<file path="config.mk">
export PLATFORM = sky130hd
export DESIGN_NAME = bscan_chain
export DESIGN_NICKNAME = d
export VERILOG_FILES = /design/src/rtl/bscan_pkg.sv /design/src/rtl/bsc_cell.sv /design/src/rtl/bsc_path_mux.sv /design/src/rtl/bscan_chain.sv
export SDC_FILE = /design/constraint.sdc
export NUM_CORES = 1
export LEC_CHECK = 0
export BUFFER_PORTS_ARGS = -buffer_cell sky130_fd_sc_hd__buf_2
export CAP_MARGIN = 30
export CELL_PAD_IN_SITES_DETAIL_PLACEMENT = 1
export CELL_PAD_IN_SITES_GLOBAL_PLACEMENT = 1
export CORE_MARGIN = 1.5
export CORE_UTILIZATION = 37
export CTS_BUF_LIST = sky130_fd_sc_hd__clkbuf_4 sky130_fd_sc_hd__clkbuf_8 sky130_fd_sc_hd__clkbuf_16
export DETAILED_ROUTE_END_ITERATION = 10
export MAX_ROUTING_LAYER = met4
export PLACE_DENSITY = 0.78
export SLEW_MARGIN = 10
export SYNTH_ARGS = -nofsm -noshare
export SYNTH_HDL_FRONTEND = slang
export SYNTH_SLANG_ARGS = --single-unit
</file>
<file path="constraint.sdc">
create_clock -name clk -period 1 [get_ports clk]
set_input_delay 0.05 -clock clk [delete_from_list [all_inputs] [get_ports clk]]
set_output_delay 0.05 -clock clk [all_outputs]
set_load 0.005 [all_outputs]
</file>
<file path="src/rtl/bscan_pkg.sv">
package bscan_pkg;

  typedef enum logic [1:0] {
    MODE_NORMAL = 2'b00,
    MODE_SAMPLE = 2'b01,
    MODE_EXTEST = 2'b10,
    MODE_INTEST = 2'b11
  } bs_mode_e;

  // Next value of a shift stage: capture wins over shift, otherwise hold.
  function automatic logic stage_next(input logic cap, input logic shf,
                                      input logic par, input logic ser,
                                      input logic cur);
    if (cap)      return par;
    else if (shf) return ser;
    else          return cur;
  endfunction

  // Effective mode: reset forces the transparent setting.
  function automatic bs_mode_e mode_eff(input logic rst_n, input logic [1:0] sel);
    return rst_n ? bs_mode_e'(sel) : MODE_NORMAL;
  endfunction

endpackage

</file>
<file path="src/rtl/bsc_cell.sv">
module bsc_cell
  import bscan_pkg::*;
(
  input  logic clk,
  input  logic rst_n,
  input  logic cap_en,
  input  logic shf_en,
  input  logic upd_en,
  input  logic par_in,
  input  logic ser_in,
  output logic stage_q,
  output logic latch_q
);

  always_ff @(posedge clk or negedge rst_n) begin
    if (!rst_n) begin
      stage_q <= 1'b0;
    end else begin
      stage_q <= stage_next(cap_en, shf_en, par_in, ser_in, stage_q);
    end
  end

  always_ff @(posedge clk or negedge rst_n) begin
    if (!rst_n) begin
      latch_q <= 1'b0;
    end else if (upd_en) begin
      latch_q <= stage_q;
    end
  end

endmodule

</file>
<file path="src/rtl/bsc_path_mux.sv">
module bsc_path_mux
  import bscan_pkg::*;
#(
  parameter int       W        = 4,
  parameter bs_mode_e ACTIVE_M = MODE_EXTEST
) (
  input  bs_mode_e       mode,
  input  logic [W-1:0]   func_in,
  input  logic [W-1:0]   test_in,
  output logic [W-1:0]   y
);

  for (genvar b = 0; b < W; b++) begin : g_bit
    assign y[b] = (mode == ACTIVE_M) ? test_in[b] : func_in[b];
  end

endmodule

</file>
<file path="src/rtl/bscan_chain.sv">
module bscan_chain
  import bscan_pkg::*;
#(
  parameter int N_OUT = 4,
  parameter int N_IN  = 4
) (
  input  logic             clk,
  input  logic             rst_n,
  input  logic [1:0]       mode_sel,
  input  logic             capture_en,
  input  logic             shift_en,
  input  logic             update_en,
  input  logic             tdi,
  input  logic [N_OUT-1:0] core_out,
  input  logic [N_IN-1:0]  pin_in,
  output logic [N_OUT-1:0] pin_out,
  output logic [N_IN-1:0]  core_in,
  output logic             tdo
);

  localparam int N = N_OUT + N_IN;

  bs_mode_e     mode_q;
  logic [N-1:0] par_vec;
  logic [N-1:0] ser_vec;
  logic [N-1:0] sh_q;
  logic [N-1:0] upd_q;

  assign mode_q  = mode_eff(rst_n, mode_sel);
  assign par_vec = {pin_in, core_out};

  for (genvar k = 0; k < N; k++) begin : g_cell
    if (k == N - 1) begin : g_head
      assign ser_vec[k] = tdi;
    end else begin : g_link
      assign ser_vec[k] = sh_q[k+1];
    end

    bsc_cell u_cell (
      .clk     (clk),
      .rst_n   (rst_n),
      .cap_en  (capture_en),
      .shf_en  (shift_en),
      .upd_en  (update_en),
      .par_in  (par_vec[k]),
      .ser_in  (ser_vec[k]),
      .stage_q (sh_q[k]),
      .latch_q (upd_q[k])
    );
  end

  assign tdo = sh_q[0];

  bsc_path_mux #(.W(N_OUT), .ACTIVE_M(MODE_EXTEST)) u_pin_mux (
    .mode    (mode_q),
    .func_in (core_out),
    .test_in (upd_q[N_OUT-1:0]),
    .y       (pin_out)
  );

  bsc_path_mux #(.W(N_IN), .ACTIVE_M(MODE_INTEST)) u_core_mux (
    .mode    (mode_q),
    .func_in (pin_in),
    .test_in (upd_q[N-1:N_OUT]),
    .y       (core_in)
  );

endmodule

</file>
==> results of run 1 <==
## final timing paths
check                                         startpoint                        to  slack (ns)  cells after the start
worst max-delay path            g_cell[7].u_cell.latch_q                core_in[3]       -0.13                      2
min in group asynchronous                          rst_n  g_cell[5].u_cell.stage_q        0.33                      3
worst min-delay path                           pin_in[2]  g_cell[6].u_cell.stage_q      -0.002                      3
worst max register to register  g_cell[7].u_cell.latch_q  g_cell[7].u_cell.latch_q        0.11                      2
max in group asynchronous                          rst_n  g_cell[1].u_cell.latch_q        0.50                      3
worst min register to register  g_cell[3].u_cell.latch_q  g_cell[3].u_cell.latch_q        0.51                      1
## worst max-delay path: stages (launching register included)
cell     delay [ns]
dfrtp_1        0.40
mux2_4         0.28
buf_6          0.12
## where the power goes
part           total (mW)  switching [mW]  internal (mW)  leakage [nW]
registers           0.779          0.0517          0.728         0.195
logic               0.328           0.127          0.202         0.341
clock network       0.433           0.211          0.222        0.0210
total                1.54           0.390           1.15         0.557
## registers in the layout, indices dropped and copies added, names as in the netlist
name,count
g_cell.u_cell.stage_q,8
g_cell.u_cell.latch_q,8
## metal layers
layer	global-route usage [%]	up-vias	wire [um]
li1	-	289	-
met1	23.87	307	844
met2	28.31	20	1021
met3	3.681	2	62
met4	7.143	0	13
met5	-	-	0
## final cells by class
type / count / share of cell area (%)
well taps: 27 / 3.054
clock buffers: 4 / 3.281
multi-input cells: 42 / 34.62
repair buffers: 34 / 22.85
flip-flops and latches: 16 / 36.20
## logic make-up (layout without fill, tap and decap cells)
family,Yosys count,in the layout
and+or+nand+nor,10,10
DFF,16,16
AOI/OAI and AO/OA,8,8
muxes,24,24
buffers and inverters,3,38
## placed cells by master (no fill, tap or decap)
cell and instances:
buf_2 18, dlygate4sd3_1 8, buf_4 2, mux2i_1 8, nand3b_4 1, clkbuf_8 1, dfrtp_1 16, mux2_2 10
clkbuf_4 3, buf_6 6, o21ai_0 8, nand3_2 1, mux2_4 6, nand2_1 8
## per-stage QoR
| step | cell area (um2) | util (%) | TNS, ns |
|---|---|---|---|
| 5_1_grt | 1106 | 56.38 | -1.334 |
| 3_3_place_gp | 922.1 | 47.00 | 0 |
| 4_1_cts | 1079 | 54.97 | -1.015 |
| 6_report | 1106 | 56.38 | -0.9421 |
| 3_5_place_dp | 922.1 | 47.00 | 0 |
| 2_1_floorplan | 778.2 | - | 0 |
## repair_timing
action                                  4_1_cts  5_1_grt
pin swaps                                     0        0
endpoints found under the setup margin        8        8
resized for setup                             8        4
setup buffers                                 0        1
hold buffers                                  8        0
endpoints found under the hold margin        23        0
==> results.md, run 1 <==
* Final setup vio count at 8
* 1st-iter DRT viols at 7
* Synth Warn # at 0
* Worst slew pin tran at 0.2557 ns
* Synthesized net count at a little under 80
* Cell with the most instances after synthesis: dfrtp_1
* Simple-gate area share of the yosys netlist at 7.717%
* Leading cell types by count after synthesis: 16 x dfrtp_1, 12 x mux2_2, 8 x mux2i_1, 8 x nand2_1, 8 x o21ai_0
* Storage element area at 400.4 um2
* F_max at 886.7 MHz
* Wire per inst at approximately 16 um
* Clock Skew at between 0.001 and 0.0015 ns
* Post-route ant nets at 0
* Via count at between 600 and 700
* Post-placement cell count at 110
* Worst hold slack at -0.001843 ns
* Clk root buf: clkbuf_4
* Fraction of registers with async set/reset at 100.0%
* Initial Utilization at 39.67%
* Die Span Y at 48.86 um
* FP Rows at 16
* Max Cap Viol at 0
* Finished Layout Cells at 123
* Post-synth top flop: dfrtp_1
* Synth Area per Inst at around 13 um2
* Ant diodes at 0
* Filler cells at approximately 220
* Total design power at 1.541 mW
* Overall routing resource usage at 18.37%
* Post-synthesis cell type count at 10
* Post-synthesis cell area at roughly 780 um2
* # IOs at 25
* Final period utilization at 112.8%
* Antenna violations before repair at 0
* CTS tree: done
* DR DRC count at 0
* Seq/Total Area, Yosys at 51.45%
* WP data arrival at between 1 and 1.5 ns
* CTS clk-pin slew, worst paths at 0.09 ns
* Endpoints failing hold at 1
* Overflow after GRT at 0
* RSZ-0062 raised after global routing: true
* H-tree depth at 1
* CP endpoint kind: output pin
* Max-slew violations at 0
* HP Class: in2reg
* Clock Tree Buf Depth at 2
* Post-synth EDFFs at 0
* Pwr/cell area at 1393 mW/mm2
* Vias/cell at 5.024
* Post-synthesis mux area share at about 33%
* DP Wirelength at 1.265 mm
* Clk sinks at 16
* Synth Area in XOR/XNOR at 0%
* Port Buffers at 24
* Crit-path max FO at 2
* CTS Buf Count at 3
* Max_slew headroom at 82.96%
* Crit path launch type: register
* Outcome: complete, but fails checks
* Core Area at 0.001962 mm2
* Final worst setup slack at -0.1278 ns
* Adder-cell share of the synthesized area at 0%
* Seq cells post-synth at 16
* Syn Inst Count at slightly above 60
* DR pass1 iterations at 4
* Vias in the first global route at 615
* Synth area leaders: dfrtp_1 51%, mux2_2 17%, mux2i_1 10%
* Area Growth Syn to Fin at 42.12%
* Die area at 0.002387 mm2
* Failing checks: negative hold slack, negative setup slack
* Cell taking the most area after synthesis: dfrtp_1
* Complex-gate fraction of the synthesized area at under 10%
* P_leak at approximately 0.56 nW
* Worst ir drop on vdd at 0.6548 mV
* Top-area cell type share of the netlist area at 51.45%
* Die Wd at 48.86 um
* Number of nets in the layout at 113
* Placer Congestion at 0.7333
* Setup CP Type: reg2out
* Pin count of the biggest net entering global routing at 17
* Critical Path RT at around 0.95 ns
* Worst-skew pair later-pin latency at 0.29 ns
* Layout cells sized above 1 at 50.00%
* Pre-CTS setup slack at 0.1047 ns
* First-pass GRT wire length at 3.167 mm
* Multi-input logic area at 382.9 um2
* Tmin final at 1.128 ns
* Routed wire length at between 1.5 and 2 mm
* Main combinational cell family by area after synthesis: multiplexers
No activity file was read; power rests on OpenSTA's default activity.
==> run 2, diff against run 1 <==
- MAX_ROUTING_LAYER: met4 -> default
- PLACE_DENSITY: 0.78 -> default
- PLACE_DENSITY_LB_ADDON: default -> 0.1
==> results.md, run 2 (synthesis gave the netlist of run 1 again) <==
* Outcome: complete, but fails checks
* Failing checks: negative setup slack
* Critical Path RT at 0.95 ns (about the same)
* Final worst setup slack at -0.1114 ns (+0.01640 ns)
* Tmin final at 1.111 ns (-0.01640 ns)
* DR pass1 iterations at 4 (unchanged)
* Crit-path max FO at 2 (unchanged)
* CP Launch Point: g_cell[6].u_cell.latch_q
* Post-route ant nets at 0 (unchanged)
* Die area at 0.002387 mm2 (unchanged)
* F_max at 899.7 MHz (+1.5%)
* Die Span Y at 48.86 um (unchanged)
* Post-CTS setup repair buffer count at 0 (unchanged)
* DR DRC count at 0 (unchanged)
* Pre-CTS setup slack at 0.1349 ns (+0.03019 ns)
* Fin Setup TNS at -0.7860 ns (+0.1561 ns)
* Clk root buf: clkbuf_4
* Final core utilization at 55.55% (-0.83 points)
* Crit path launch type: register
* Max_slew headroom at 83.43% (+0.48 points)
* Routed wire length at 1.805 mm (-7.0%)
* FP Rows at 16 (unchanged)
* WP data arrival at 1.06 ns (-0.02 ns)
* Final setup vio count at 8 (unchanged)
* Max-slew violations at 0 (unchanged)
* Critical Path End: core_in[2]
* # IOs at 25 (unchanged)
* Worst-skew pair later-pin latency at 0.28 ns (about the same)
* Vias in the first global route at 652 (+6.0%)
* Pin count of the biggest net entering global routing at 17 (unchanged)
* Biggest regs: g_cell.u_cell.latch_q (8), g_cell.u_cell.stage_q (8)
* H-tree depth at 1 (unchanged)
* Area Growth Syn to Fin at 40.03%
* Clk sinks at 16 (unchanged)
* Number of nets in the layout at 113 (unchanged)
* Vias/cell at 4.829 (-3.9%)
* R2r setup slk at 0.20 ns (+0.09 ns)
* CTS tree: done
* Antenna violations before repair at 0 (unchanged)
* Total design power at 1.513 mW (-1.8%)
* Initial Utilization at 39.67% (unchanged)
* Core Area at 0.001962 mm2 (unchanged)
* Worst hold slack at 0.01962 ns (+0.02146 ns)
* 1st-iter DRT viols at 2 (-5)
* CTS clk-pin slew, worst paths at 0.10 ns (about the same)
* RSZ-0062 raised after global routing: true
* Reg-to-Reg Start: g_cell[2].u_cell.stage_q
* Max Cap Viol at 0 (unchanged)
* Pwr/cell area at 1388 mW/mm2 (-0.35%)
* P_leak at 0.5477 nW (-1.7%)
* Clock Skew at 0.003189 ns (+0.002033 ns)
* Wire per inst at 14.67 um (-7.0%)
* Worst ir drop on vdd at 0.7047 mV (+7.6%)
* DP Wirelength at 1.304 mm (+3.1%)
* Port Buffers at 24 (unchanged)
* Endpoints failing hold at 0 (-1)
* Overall routing resource usage at 17.23% (-1.1 points)
* Most frequent cells in the layout: 20 x buf_2, 16 x dfrtp_1, 11 x mux2_2
* Setup CP Type: reg2out
* Most common cell after layout, fill and taps aside: buf_2
* Die Wd at 48.86 um (unchanged)
* CTS Buf Count at 3 (unchanged)
* Ant diodes at 0 (unchanged)
* Worst Reg-to-Reg Cells at 1 (-1)
* Layout cells sized above 1 at 50.00% (unchanged)
* RR Endpoint: g_cell[2].u_cell.latch_q
* Clock Tree Buf Depth at 2 (unchanged)
* Via count at 594 (-3.9%)
* Worst slew pin tran at 0.2485 ns (-0.007173 ns)
* Final period utilization at 111.1% (-1.6 points)
* Placer Congestion at 0.6266 (-15%)
* CP endpoint kind: output pin
* First-pass GRT wire length at 3.056 mm (-3.5%)
* HP Class: in2reg
* Overflow after GRT at 0 (unchanged)
-- run 2: changes by cell type in the layout (fill, tap and decap cells not counted) --
cell and change:
buf_2 +2, buf_6 -2, mux2_2 +1, mux2_4 -1
-- run 2: worst min path at each step --
stage / startpoint / endpoint / slack, ns / cells after the start
after floorplan: rst_n / g_cell[0].u_cell.latch_q / -0.25 / 0
after global placement: rst_n / g_cell[3].u_cell.latch_q / 0.04 / 2
after detailed placement: rst_n / g_cell[7].u_cell.latch_q / 0.06 / 2
after CTS: core_out[1] / g_cell[1].u_cell.stage_q / 0.01 / 3
after global routing: core_out[1] / g_cell[1].u_cell.stage_q / 0.02 / 3
final: core_out[1] / g_cell[1].u_cell.stage_q / 0.02 / 3
-- run 2: stage by stage --
stage,cells,area [um2]
4_1_cts,123,1086
2_1_floorplan,61,778.2
3_3_place_gp,111,929.6
6_report,123,1090
5_1_grt,123,1090
3_5_place_dp,111,929.6
-- run 2: layout make-up --
cell class                 instances  area (um2)
multi-input combinational         42       379.1
sequential                        16       400.4
clock buffer                       4       36.28
timing repair buffer              34       240.2
tap                               27       33.78
fill                             234       872.1
-- run 2: where the power goes --
group	total (mW)	internal, mW	leakage (nW)	switching [mW]
combinational	0.305	0.188	0.332	0.117
clock	0.430	0.221	0.0210	0.209
sequential	0.778	0.727	0.195	0.0502
total	1.51	1.14	0.548	0.376
-- run 2: worst max-delay path, stage by stage (launching register included) --
cell,delay (ns)
dfrtp_1,0.39
mux2_4,0.28
buf_6,0.11
-- run 2: per-layer routing --
layer  part of all wire, %  routed length, um  up-vias  track usage [%]
li1                      -                  -      285                -
met1                    42                764      293            19.80
met2                    53                952       14            31.05
met3                   4.0                 73        2            3.374
met4                  0.78                 14        0            7.143
met5                     0                  0        -                0
-- run 2: timing repair --
item / CTS / global route
endpoints found under the setup margin: 8 / 8
hold buffers: 8 / 0
gates resized for setup: 8 / 1
cloned: 0 / 0
endpoints found under the hold margin: 23 / 0
